==> src/rtl/romwalk_pkg.sv <==
package romwalk_pkg;
  localparam int NSTEP  = 9;
  localparam int STEP_W = 4;

  typedef enum logic [1:0] {
    W_IDLE,
    W_REQ,
    W_EVAL
  } walk_st_t;

  typedef enum logic [1:0] {
    K_MATCH,
    K_PTR,
    K_MINOR,
    K_MAJOR
  } step_kind_t;
endpackage

==> src/rtl/romwalk_steps.sv <==
module romwalk_steps
  import romwalk_pkg::*;
#(
  parameter logic [7:0] SIG_LO    = 8'h55,
  parameter logic [7:0] SIG_HI    = 8'hAA,
  parameter logic [7:0] PTR_OFS   = 8'h18,
  parameter logic [7:0] MINOR_OFS = 8'h12
) (
  input  logic [STEP_W-1:0] step,
  output step_kind_t        kind,
  output logic [7:0]        exp_byte,
  output logic [7:0]        offset,
  output logic              rel
);
  localparam logic [7:0] MAJOR_OFS = MINOR_OFS + 8'd1;
  localparam logic [31:0] TAG = {8'h50, 8'h43, 8'h49, 8'h52};

  always_comb begin
    kind     = K_MATCH;
    exp_byte = 8'h00;
    offset   = 8'h00;
    rel      = 1'b0;
    case (step)
      4'd0: begin exp_byte = SIG_LO; offset = 8'h00; end
      4'd1: begin exp_byte = SIG_HI; offset = 8'h01; end
      4'd2: begin kind = K_PTR; offset = PTR_OFS; end
      4'd3, 4'd4, 4'd5, 4'd6: begin
        rel      = 1'b1;
        offset   = 8'(step - 4'd3);
        exp_byte = TAG[8*(6-int'(step)) +: 8];
      end
      4'd7: begin kind = K_MINOR; rel = 1'b1; offset = MINOR_OFS; end
      default: begin kind = K_MAJOR; rel = 1'b1; offset = MAJOR_OFS; end
    endcase
  end
endmodule

==> src/rtl/romwalk_addr_gen.sv <==
module romwalk_addr_gen #(
  parameter int ADDR_W = 16
) (
  input  logic [7:0]        ptr,
  input  logic [7:0]        offset,
  input  logic              rel,
  output logic [ADDR_W-1:0] addr
);
  localparam logic [ADDR_W-1:0] ZERO = '0;

  always_comb begin
    if (rel)
      addr = ZERO + ADDR_W'(ptr) + ADDR_W'(offset);
    else
      addr = ZERO + ADDR_W'(offset);
  end
endmodule

==> src/rtl/romwalk_seq.sv <==
module romwalk_seq
  import romwalk_pkg::*;
(
  input  logic              clk,
  input  logic              rst,
  input  logic              start,
  input  logic              rd_valid,
  input  logic [7:0]        rd_data,
  input  step_kind_t        kind,
  input  logic [7:0]        exp_byte,
  output logic [STEP_W-1:0] step,
  output logic [7:0]        ptr,
  output logic              rd_req,
  output logic              done,
  output logic              ok,
  output logic [7:0]        ver_major,
  output logic [7:0]        ver_minor
);
  localparam logic [STEP_W-1:0] LAST_STEP = STEP_W'(NSTEP - 1);

  walk_st_t   st;
  logic [7:0] byte_q;
  logic [7:0] minor_q;
  logic       miss;

  assign miss = (kind == K_MATCH) && (byte_q != exp_byte);

  always_ff @(posedge clk) begin
    if (rst) begin
      st        <= W_IDLE;
      step      <= '0;
      ptr       <= '0;
      byte_q    <= '0;
      minor_q   <= '0;
      rd_req    <= 1'b0;
      done      <= 1'b0;
      ok        <= 1'b0;
      ver_major <= '0;
      ver_minor <= '0;
    end else begin
      done <= 1'b0;
      case (st)
        W_IDLE: begin
          if (start) begin
            step      <= '0;
            ok        <= 1'b0;
            ver_major <= '0;
            ver_minor <= '0;
            rd_req    <= 1'b1;
            st        <= W_REQ;
          end
        end
        W_REQ: begin
          if (rd_valid) begin
            byte_q <= rd_data;
            rd_req <= 1'b0;
            st     <= W_EVAL;
          end
        end
        default: begin
          if (kind == K_PTR)   ptr     <= byte_q;
          if (kind == K_MINOR) minor_q <= byte_q;
          if (miss) begin
            done <= 1'b1;
            st   <= W_IDLE;
          end else if (step == LAST_STEP) begin
            done      <= 1'b1;
            ok        <= 1'b1;
            ver_major <= byte_q;
            ver_minor <= minor_q;
            st        <= W_IDLE;
          end else begin
            step   <= step + 1'b1;
            rd_req <= 1'b1;
            st     <= W_REQ;
          end
        end
      endcase
    end
  end

  // done lasts one cycle
  a_r8_done_pulse: assert property (@(posedge clk) disable iff (rst)
    done |=> !done);
  // versions stay zero unless the walk succeeded
  a_r8_fail_zero: assert property (@(posedge clk) disable iff (rst)
    !ok |-> (ver_major == 8'h00 && ver_minor == 8'h00));
  // no read is pending when the walk reports
  a_r7_quiet_done: assert property (@(posedge clk) disable iff (rst)
    done |-> !rd_req);
  // an accepted start clears the previous result
  a_r11_clear: assert property (@(posedge clk) disable iff (rst)
    (st == W_IDLE && start) |=> (!ok && ver_major == 8'h00 && ver_minor == 8'h00));
  // start while busy does not restart the step count
  a_r9_busy_ignore: assert property (@(posedge clk) disable iff (rst)
    (st == W_REQ && !rd_valid) |=> $stable(step));
endmodule

==> src/rtl/romwalk_top.sv <==
module romwalk_top
  import romwalk_pkg::*;
#(
  parameter int         ADDR_W    = 16,
  parameter logic [7:0] SIG_LO    = 8'h55,
  parameter logic [7:0] SIG_HI    = 8'hAA,
  parameter logic [7:0] PTR_OFS   = 8'h18,
  parameter logic [7:0] MINOR_OFS = 8'h12
) (
  input  logic              clk,
  input  logic              rst,
  input  logic              start,
  output logic              rd_req,
  output logic [ADDR_W-1:0] rd_addr,
  input  logic [7:0]        rd_data,
  input  logic              rd_valid,
  output logic              done,
  output logic              ok,
  output logic [7:0]        ver_major,
  output logic [7:0]        ver_minor
);
  logic [STEP_W-1:0] step;
  logic [7:0]        ptr;
  step_kind_t        kind;
  logic [7:0]        exp_byte;
  logic [7:0]        offset;
  logic              rel;

  romwalk_steps #(
    .SIG_LO(SIG_LO), .SIG_HI(SIG_HI), .PTR_OFS(PTR_OFS), .MINOR_OFS(MINOR_OFS)
  ) u_steps (
    .step(step), .kind(kind), .exp_byte(exp_byte), .offset(offset), .rel(rel)
  );

  romwalk_addr_gen #(.ADDR_W(ADDR_W)) u_addr (
    .ptr(ptr), .offset(offset), .rel(rel), .addr(rd_addr)
  );

  romwalk_seq u_seq (
    .clk(clk), .rst(rst), .start(start), .rd_valid(rd_valid), .rd_data(rd_data),
    .kind(kind), .exp_byte(exp_byte), .step(step), .ptr(ptr), .rd_req(rd_req),
    .done(done), .ok(ok), .ver_major(ver_major), .ver_minor(ver_minor)
  );

  // request and address held until answered
  a_r2_hold_req: assert property (@(posedge clk) disable iff (rst)
    (rd_req && !rd_valid) |=> (rd_req && $stable(rd_addr)));
  // the first read of a walk targets address zero
  a_r2_first_addr: assert property (@(posedge clk) disable iff (rst)
    ($rose(rd_req) && step == '0) |-> (rd_addr == '0));
endmodule

==> config.mk <==
export PLATFORM = sky130hd
export DESIGN_NAME = romwalk_top
export DESIGN_NICKNAME = d
export VERILOG_FILES = /design/src/rtl/romwalk_pkg.sv /design/src/rtl/romwalk_steps.sv /design/src/rtl/romwalk_addr_gen.sv /design/src/rtl/romwalk_seq.sv /design/src/rtl/romwalk_top.sv
export SDC_FILE = /design/constraint.sdc
export NUM_CORES = 1
export LEC_CHECK = 0
export BUFFER_PORTS_ARGS = -buffer_cell sky130_fd_sc_hd__buf_2
export CORE_AREA = 5 5 82 77
export CTS_BUF_LIST = sky130_fd_sc_hd__clkbuf_2 sky130_fd_sc_hd__clkbuf_4 sky130_fd_sc_hd__clkbuf_8
export CTS_CLUSTER_SIZE = 8
export DETAILED_ROUTE_END_ITERATION = 10
export DIE_AREA = 0 0 87 82
export PLACE_DENSITY = 0.8
export SYNTH_ARGS = -nofsm -noshare
export SYNTH_HDL_FRONTEND = slang
export SYNTH_SLANG_ARGS = --single-unit
==> constraint.sdc <==
create_clock -name clk -period 5.8 [get_ports clk]
set_input_delay 1.16 -clock clk [delete_from_list [all_inputs] [get_ports clk]]
set_output_delay 1.16 -clock clk [all_outputs]
set_load 0.05 [all_outputs]
Word-level counts from Yosys, hierarchy flattened
Cells that the tools add are included.
{"block": "totals", "regBits": 49, "input_bits": 12}
{"block": "op_classes", "add_sub_neg": 4, "eq_ne": 18, "shift": 1, "muxes": 31, "bitwise": 2, "reduce_logical": 17}
{"op": "8-bit two-way mux", "n": 5}
{"op": "8-bit case mux with 5 select lines", "n": 1}
{"op": "8-bit case mux with 2 select lines", "n": 2}
{"op": "32-bit by 32-bit indexed part select with 8-bit output (first input constant)", "n": 1}
{"op": "8-bit case mux with 3 select lines", "n": 1}
{"op": "4-bit by 3-bit equality test with 1-bit output (second input constant)", "n": 4}
{"op": "16-bit two-way mux", "n": 1}
{"op": "4-bit two-way mux", "n": 3}
{"op": "4-bit AND reduction", "n": 3}
{"op": "1-bit two-way mux", "n": 10}
{"op": "8-bit by 8-bit adder with 9-bit output", "n": 1}
{"op": "4-bit by 2-bit equality test with 1-bit output (second input constant)", "n": 2}
{"op": "2-bit != test (second input constant)", "n": 4}
{"op": "8-bit != test", "n": 1}
{"op": "4-bit case mux with 2 select lines", "n": 1}
{"op": "2-bit AND reduction", "n": 4}
{"op": "2-bit two-way mux", "n": 3}
{"op": "3-bit != test (second input constant)", "n": 2}
{"op": "2-bit case mux with 3 select lines", "n": 1}
{"op": "3-bit OR reduction", "n": 2}
{"op": "6-bit OR reduction", "n": 1}
{"op": "3-bit by 4-bit subtractor with 5-bit output (first input constant)", "n": 1}
{"op": "4-bit by 2-bit subtractor with 5-bit output (second input constant)", "n": 1}
{"op": "4-bit by 1-bit adder with 4-bit output (second input constant)", "n": 1}
{"op": "13 further kinds", "n": 17}

Logic depth before layout (Yosys ltp)
Gate-level depths: netlist of run 1.
{"block": "logic_depth", "depth_word": 7, "ltp_mapped": 16, "mapped_depth_nobuf": 15}

By module
From an unflattened synthesis of run 1, not the netlist that was laid out.
{"block": "unflattened", "hier_cells": 350, "hier_area_um2": 2934.1}
{"module": "romwalk_seq", "instances": 1, "cells_each": 218, "area_each_um2": 2008.2, "seq_area_each_um2": 980.9}
{"module": "romwalk_addr_gen", "instances": 1, "cells_each": 73, "area_each_um2": 539.3, "seq_area_each_um2": 0.0}
{"module": "romwalk_steps", "instances": 1, "cells_each": 59, "area_each_um2": 386.6, "seq_area_each_um2": 0.0}

Least setup slack after synthesis of run 1
Ideal clock, no wire load.
{"block": "synth_path", "path_type": "reg-to-output", "startpoint": "register u_seq.step[0]", "endpoint": "output port rd_addr[6]", "arrival_ns": 4.159, "slack_ns": 0.481, "stages_incl_launch_ff": 16, "path_buffers": 1, "path_cell_list": "dfxtp_1 clkbuf_1 inv_1 ha_1 nor3_1 nor3b_1 or4_1 ha_1 inv_1 fa_1 nor2b_1 o21ai_0 a21boi_0 o21ai_0 a21oi_1 nor3_1"}
{"block": "synth_via", "elab_chain_cells": 5}
{"item": "start, declared", "line": "romwalk_seq.sv:11", "text": "output logic [STEP_W-1:0] step,"}
{"item": "start signal, assigned", "line": "romwalk_seq.sv:73", "text": "step <= step + 1'b1;"}
{"item": "parallel branches: the longest is 4 deep, another holds 8-bit by 8-bit adder with 9-bit output"}
{"item": "16-bit two-way mux *", "line": "romwalk_addr_gen.sv:12", "text": "if (rel)"}
{"item": "end, declared", "line": "romwalk_top.sv:14", "text": "output logic [ADDR_W-1:0] rd_addr,"}
Mark *: on every way between the ends.

Worst setup path after layout of run 1
{"block": "layout_path", "startpoint": "register u_seq.step[0]", "endpoint": "output port rd_addr[8]"}
Same word-level chain as after synthesis.

==> metrics.cfg, run 1 <==
[run_status]
status=complete, no violations

[power]
power.leakage_nw=1.25
ir_drop_uv=213
pwr_density_cell_nw_per_um2=226
power_w=0.000663

[floorplan]
die_w_um=87
ios=47
start_util_pct=48.2
core_area_um2=5430
rows=26
fp.dieH_um=82
die-area_um2=7130

[clocking]
clock_latency_ns=0.30
htree_levels=2
numCtsBuffers=5
clock_path_buffers=2
clkTransAtPathRegs_ns=0.08
root_buffer=clkbuf_8
cts_sinks=49
cts_tree=built

[placed_design]
detailed_place_hpwl_um=4260
dpl.cell_count=423
place.gp.congestion=0.823
io_buffer_count=39

[worst_setup_path]
reg2reg_slack_ns=2.40
rr_endpoint=u_seq.step[1]
reg2regPathDepth=9
cp.required_ns=4.64
endpoint=rd_addr[8]
arrival_ns=4.13
crit_fanout=14
critPathKind=reg -> out
timing.rr.start=u_seq.step[0]
cp-startpoint=u_seq.step[0]
cp-end-kind=primary output
start_kind=flop

[yosys]
synthArstFlopShare_pct=0
synth_edf_count=0
synth_cell_type_count=49
syn_area_um2=2620
yosys_warnings=0
yosysSeqAreaShare_pct=37.4
synth_seq_cells=49
syn_avg_cell_area_um2=7.94
synthFlopType=dfxtp_1
synthCells=330

[timing]
drv_slew=0
fin_crit_ns=5.29
skew_ns=0.00475
slew_headroom_pct=22.7
setup_viol=0
tightest_slew_ns=1.16
fmax_mhz=189
hold_violations=0
tns_ns=0
fin_crit_sh_pct=91.2
grt_setup_unrepaired=false

[finish]
fill_cells=532
area_delta_synth_final_pct=11.9
nNetsFinal=385
diodes=0
multiInputGateArea_um2=1500
ff_latch_area_um2=981
final_common_cell=dfxtp_1
fin_cells=431
final_cell_mix=49 x dfxtp_1, 48 x nand2_1, 39 x buf_2
drive_gt1_share_pct=15.0

[grt]
antenna_found_initial=0
grt_pass1_wl_um=10100
grtUsageTotal_pct=17.6
grt_max_degree=50
grt_pass1_vias=2213
grt-ovfl-total=0

[drt]
via_per_inst=5.50
wl_per_cell_um=13.9
drc=0
dr.pass1.iters=4
totalWireLength_um=5980
via_count=2371
drt-initial-drc-count=212
drtAntennaViolNets=0

[min_path]
min_path_type=reg -> reg

[flow_run]
cap_violations=0

[report_power, final]
| part | total (W) | internal (W) | switching (W) |
|---|---|---|---|
| registers | 0.000348 | 0.000340 | 0.00000752 |
| clock network | 0.000256 | 0.000145 | 0.000110 |
| logic | 0.0000594 | 0.0000167 | 0.0000427 |
| total | 0.000663 | 0.000502 | 0.000160 |
[state kept, by name (all words and copies together) (netlist names), 2 cells and up]
signal	cells
u_seq.byte_q	8
u_seq.minor_q	8
u_seq.ptr	8
u_seq.ver_major	8
u_seq.ver_minor	8
u_seq.step	4
u_seq.st	2
[synthesized netlist by cell type, types with 7 or more instances]
cell,number,area [µm²]
mux2i_1,10,100
a21oi_1,29,145
nor3_1,8,40.0
nor2_1,38,143
nand2_1,48,180
nand3_1,8,40.0
dfxtp_1,49,981
buf_4,7,52.6
clkbuf_1,15,56.3
inv_1,14,52.6
ha_1,12,150
o21ai_0,10,50.1
a22oi_1,16,120
[critical path: stages, from the launching register on]
cell and delay (ns):
dfxtp_1 0.62, inv_1 0.15, ha_1 0.31, nor3_2 0.40
nor3b_1 0.08, or4_1 0.51, ha_1 0.22, inv_1 0.07
fa_1 0.18, nor2b_1 0.06, o21ai_0 0.21, a21boi_0 0.16
o21ai_0 0.22, a21oi_1 0.11, o21ai_0 0.18, a21oi_1 0.09
buf_2 0.25
[stage by stage]
stage / cell area, µm² / utilization, % / hold WS [ns] / worst slack, ns
CTS: 2930 / 53.9 / 0.463 / 0.373
global placement: 2810 / 51.7 / 0.445 / 0.943
detailed placement: 2810 / 51.7 / 0.451 / 0.713
global route: 2930 / 54.0 / 0.477 / 0.156
floorplan: 2660 / - / 0.437 / 0.481
finish: 2930 / 54.0 / 0.465 / 0.509
[cell families after synthesis]
group,Yosys count,synth area share [%]
and+or+nand+nor,138,25.3
AOI/OAI and AO/OA,73,17.4
DFF,49,37.4
buffers and inverters,39,6.92
adders and majority gates,13,6.49
muxes,12,4.68
xor gates and xnor gates,5,1.67
other,1,0.143
[per-layer routing]
layer  GRT usage (%)  part of all wire (%)  vias to the layer above
li1                -                     -                     1190
met1            23.4                    47                     1096
met2            28.0                    44                       76
met3            4.51                   7.4                        9
met4            5.14                   1.3                        0
met5               0                     0                        -
[timing repair]
action                     in CTS  in global routing
buffers inserted                0                  0
resized for setup               0                  1
setup endpoints to repair       0                  2
hold buffers                    0                  0
[how the worst min path moves through the flow]
stage                       endpoint  cells past startpoint              from  slack, ns
finish              u_seq.minor_q[4]                      2  u_seq.minor_q[4]       0.46
global route        u_seq.minor_q[0]                      2  u_seq.minor_q[0]       0.48
CTS                 u_seq.minor_q[4]                      2  u_seq.minor_q[4]       0.46
detailed placement  u_seq.minor_q[4]                      2  u_seq.minor_q[4]       0.45
global placement    u_seq.minor_q[4]                      2  u_seq.minor_q[4]       0.44
floorplan           u_seq.minor_q[0]                      2  u_seq.minor_q[0]       0.44
[cell type report]
class                      count  share of cell area [%]
clock buffer                   7                    3.07
clock inverter                 1                    1.02
inverter                      14                    1.79
multi-input combinational    251                    51.0
sequential                    49                    33.4
tap                           70                    2.99
timing repair buffer          39                    6.65
Power figures use the tool's default switching activity.
==> run 2: changes to the inputs <==
CELL_PAD_IN_SITES_DETAIL_PLACEMENT = 0   (was default)
CELL_PAD_IN_SITES_GLOBAL_PLACEMENT = 1   (was default)
CORE_AREA = 5 5 91 84   (was 5 5 82 77)
CTS_BUF_LIST = default   (was sky130_fd_sc_hd__clkbuf_2 sky130_fd_sc_hd__clkbuf_4 sky130_fd_sc_hd__clkbuf_8)
DIE_AREA = 0 0 96 89   (was 0 0 87 82)
PLACE_DENSITY = 0.86   (was 0.8)
==> run 2 against run 1 <==
Sequential share of layout area is essentially flat; core utilization is 8.9 points lower; fmax is 2.1% higher; first-iteration DRC count shrank 25%; non-clock buffer count increased by 1; global-route usage fell by 2.1 points; final area barely moved; sequential power about the same; power is 7.6% lower; worst hold slack worse by 0.0015 ns; register-to-register slack about the same; largest cell class unchanged; highest routed layer unchanged.
==> metrics.cfg, run 2 (synthesis results as in run 1) <==
[power]
power_frac_comb_pct=9.8
power.leakage_nw=1.24
clkPwrFrac_pct=33.3
pwr_density_cell_nw_per_um2=208
ir_drop_uv=114
p_int_w=0.000452
seq_power_share_pct=56.9
power_switching_w=0.000160
switching_share_pct=26.1

[worst_setup_path]
cp-end-kind=primary output
cp_slowest_cell=dfxtp_1
arrival_ns=4.02
reg2reg_slack_ns=2.39
crit_fanout=14
timing.rr.start=u_seq.step[0]
crit_buf_inv=3
path_cells=inv_1 -> ha_1 -> nor3_2 -> nor3b_1 -> or4_1 -> ha_1 -> inv_1 -> fa_1 -> nor2b_1 -> o21ai_0 -> a21boi_0 -> o21ai_0 -> a21oi_1 -> o21ai_0 -> a21oi_1 -> buf_2
crit_family=simple AND/OR/NAND/NOR gates
reg2regPathDepth=9
cp_common_cell=o21ai_0
cp.depth=16
start_kind=flop
cp.required_ns=4.64
cp_slowest_stage_delay_ns=0.61
rr_endpoint=u_seq.step[1]
critPathKind=reg -> out

[timing]
tns_ns=0
drv_slew=0
setup_viol=0
grt_setup_unrepaired=false
holdWs_ns=0.463
tightest_slew_ns=0.850
slew_headroom_pct=43.3
fin_crit_sh_pct=89.3
fin_crit_ns=5.18
setup_slack_ns=0.619
skew_ns=0.00287
hold_violations=0
fmax_mhz=193

[drt]
top_layer_used=met4
met1Wirelength_um=3090
totalWireLength_um=6110
via_count=2297
drtAntennaViolNets=0
via_per_inst=5.09
wl_met2_um=2510
wl_per_cell_um=13.5
drc=0
dr.pass1.iters=5
met3WireLength_um=448
drt-initial-drc-count=158

[finish]
multiInputGateArea_um2=1500
final_common_cell=dfxtp_1
fill_cells=692
ff_latch_area_um2=981
finish.instance_area_um2=2940
drive_gt1_share_pct=15.0
final_cell_mix=49 x dfxtp_1, 48 x nand2_1, 39 x buf_2
area_delta_synth_final_pct=12.0
nNetsFinal=386
final_util_pct=45.1
diodes=0

[clocking]
htree_levels=2
cts_sinks=49
numCtsBuffers=5
ctsResizeCount=0
cts_setup_buffers=0
hold_buffers=0
clock_latency_ns=0.29
cts_tree=built
clock_path_buffers=2
root_buffer=clkbuf_8
clkTransAtPathRegs_ns=0.09

[floorplan]
fp.dieH_um=89
ios=47
rows=28
die-area_um2=8540
start_util_pct=40.2
core_area_um2=6520
die_w_um=96

[grt]
antenna_found_initial=0
grt_pass1_vias=2142
grt_pass1_wl_um=10500
grt_max_degree=50
grt-ovfl-total=0
grtUsageTotal_pct=15.5

[placed_design]
placed_cell_area_um2=2840
detailed_place_hpwl_um=4320
place.gp.congestion=0.805
preCtsSetupSlack_ns=0.785
io_buffer_count=39

[flow_run]
cap_violations=0

[min_path]
min_path_type=reg -> reg
hp-start=u_seq.minor_q[2]
min_path_cells=2
min_to=u_seq.minor_q[2]

[run_status]
status=complete, no violations

[run 2: cell count changes in the layout (fill, tap and decap cells not counted), sizes merged]
cell      before  now
buf           39   40
clkinvlp       0    1
bufinv         1    0
clkbuf         7    6
[run 2: power by group through the flow]
| stage | Sequential [W] | Combinational (W) | Clock, W |
|---|---|---|---|
| after floorplan | 0.000355 | 0.0000491 | 0 |
| after global placement | 0.000356 | 0.0000601 | 0 |
| after detailed placement | 0.000356 | 0.0000605 | 0 |
| after CTS | 0.000348 | 0.0000608 | 0.000211 |
| after global routing | 0.000350 | 0.0000666 | 0.000225 |
| final | 0.000348 | 0.0000603 | 0.000204 |
[run 2: metal layers]
metal	GRT usage, %	up-vias
met5	0	-
met4	4.13	0
li1	-	1189
met1	22.6	1028
met2	23.0	72
met3	3.28	8
[run 2: worst max path at each step]
stage | startpoint | end | slack (ns)
after global placement | u_seq.step[0] | rd_addr[8] | 0.93
after detailed placement | u_seq.step[0] | rd_addr[8] | 0.79
final | u_seq.step[0] | rd_addr[8] | 0.62
after CTS | u_seq.step[0] | rd_addr[8] | 0.45
after global routing | u_seq.step[0] | rd_addr[8] | 0.19
after floorplan | u_seq.step[0] | rd_addr[6] | 0.48
[run 2: cell type report]
cell class | count | area share [%]
clock buffers | 6 | 2.81
clock inverters | 1 | 0.256
inverters | 14 | 1.79
multi-input cells | 251 | 51.0
flip-flops and latches | 49 | 33.4
well taps | 90 | 3.83
repair buffers | 40 | 6.90
[run 2: worst reg2reg max path: cells and delay by family, from the launching register on]
kind / cells / cell delay (ns)
AOI/OAI and AO/OA: 3 / 0.69
adders and majority gates: 1 / 0.31
buffers and inverters: 1 / 0.16
DFF: 1 / 0.61
muxes: 1 / 0.40
and+or+nand+nor: 3 / 1.18
[run 2: per-stage QoR]
stage	total power, W	cells
finish	0.000612	451
global route	0.000641	451
CTS	0.000620	451
detailed placement	0.000417	444
global placement	0.000416	444
floorplan	0.000404	339
==> run 3: changes to the inputs <==
PLACE_DENSITY = 0.75   (was 0.86)
==> run 3 against run 2 <==
Combinational power decreased by 1%; power increased by 0.70%; final area about the same; wire length increased by 1.2%; sequential share of layout area about the same; flip-flop and latch count unchanged; setup slack got worse by 0.0090 ns; register-to-register slack improved by 0.05 ns; largest power group unchanged; clock skew about the same; clock power increased by 2%; cell count unchanged; sequential power about the same.
==> metrics.cfg, run 3 (synthesis results as in run 1) <==
[timing]
tightest_slew_ns=1.15
setup_viol=0
hold_violations=0
skew_ns=0.00263
grt_setup_unrepaired=false
fmax_mhz=193
setup_slack_ns=0.610
tns_ns=0
fin_crit_sh_pct=89.5
drv_slew=0
slew_headroom_pct=23.4
fin_crit_ns=5.19

[worst_setup_path]
reg2regPathDepth=9
arrival_ns=4.03
critPathKind=reg -> out
cp.required_ns=4.64
cp-end-kind=primary output
start_kind=flop
crit_fanout=14

[grt]
grt_util_met1_pct=21.5
use_met3_pct=2.95
grt-ovfl-total=0
met2_usage_pct=23.9
antenna_found_initial=0
grt_pass1_wl_um=10400
grt_max_degree=50
busiest_layer=met2
grtUsageTotal_pct=15.3
grt_pass1_vias=2114

[clocking]
root_buffer=clkbuf_8
clock_path_buffers=2
htree_levels=2
cts_sinks=49
cts_tree=built
clock_latency_ns=0.29
numCtsBuffers=5
clkTransAtPathRegs_ns=0.09

[power]
power.leakage_nw=1.24
ir_drop_uv=117
pwr_density_cell_nw_per_um2=210

[finish]
final_cell_mix=49 x dfxtp_1, 48 x nand2_1, 39 x buf_2
area_delta_synth_final_pct=12.0
drive_gt1_share_pct=15.0
final_common_cell=dfxtp_1
nNetsFinal=385
final_util_pct=45.0
diodes=0

[placed_design]
detailed_place_hpwl_um=4390
preCtsSetupSlack_ns=0.726
io_buffer_count=39
place.gp.congestion=0.813

[floorplan]
die_w_um=96
core_area_um2=6520
fp.dieH_um=89
ios=47
die-area_um2=8540
rows=28
start_util_pct=40.2

[drt]
drc=0
totalWireLength_um=6180
wl_per_cell_um=13.7
dr.pass1.iters=4
drt-initial-drc-count=161
via_per_inst=5.06
via_count=2284
drtAntennaViolNets=0

[min_path]
min_path_cells=2
min_path_type=reg -> reg

[flow_run]
cap_violations=0

[run_status]
status=complete, no violations

run 3: final timing paths:
| path | from | endpoint | slack (ns) |
|---|---|---|---|
| max | u_seq.step[0] | rd_addr[8] | 0.61 |
| min reg2reg | u_seq.minor_q[2] | u_seq.minor_q[2] | 0.46 |
| max reg2reg | u_seq.step[0] | u_seq.step[1] | 2.44 |
| min | u_seq.minor_q[2] | u_seq.minor_q[2] | 0.46 |
run 3: final cells by class:
cell class / count / area, µm²
clock buffer: 6 / 82.6
clock inverter: 2 / 13.8
fill: 696 / 3580
inverter: 14 / 52.6
multi-input combinational: 251 / 1500
sequential: 49 / 981
tap: 90 / 113
timing repair buffer: 39 / 195
run 3: timing repair:
item | CTS | global route
hold endpoints to repair | 0 | 0
endpoints found under the setup margin | 0 | 1
hold buffers | 0 | 0
setup buffers | 0 | 0
gates resized for setup | 0 | 1
run 3: per-stage QoR:
step / hold WS, ns / cell area, µm² / total power, W / instances
floorplan: 0.437 / 2660 / 0.000404 / 339
finish: 0.464 / 2940 / 0.000617 / 451
CTS: 0.463 / 2930 / 0.000625 / 451
detailed placement: 0.450 / 2830 / 0.000416 / 443
global route: 0.481 / 2940 / 0.000649 / 451
global placement: 0.448 / 2830 / 0.000416 / 443
run 3: critical path, cell delays in order, from the launching register on:
cell      delay (ns)
dfxtp_1         0.60
inv_1           0.15
ha_1            0.32
nor3_2          0.40
nor3b_1         0.08
or4_1           0.52
ha_1            0.22
inv_1           0.07
fa_1            0.18
nor2b_1         0.06
o21ai_0         0.19
a21boi_0        0.13
o21ai_0         0.21
a21oi_1         0.12
o21ai_0         0.15
a21oi_1         0.08
buf_2           0.25
run 3: routing by layer:
layer,vias to the layer above,wire length (µm)
met4,0,68
met5,-,0
li1,1182,-
met2,74,2670
met1,1021,3030
met3,7,417
run 3: power by group:
| group | total (W) | switching, W | leakage [nW] | internal, W |
|---|---|---|---|---|
| Clock | 0.000209 | 0.000112 | 0.0512 | 0.0000968 |
| Combinational | 0.0000595 | 0.0000428 | 0.796 | 0.0000167 |
| Sequential | 0.000348 | 0.00000783 | 0.396 | 0.000340 |
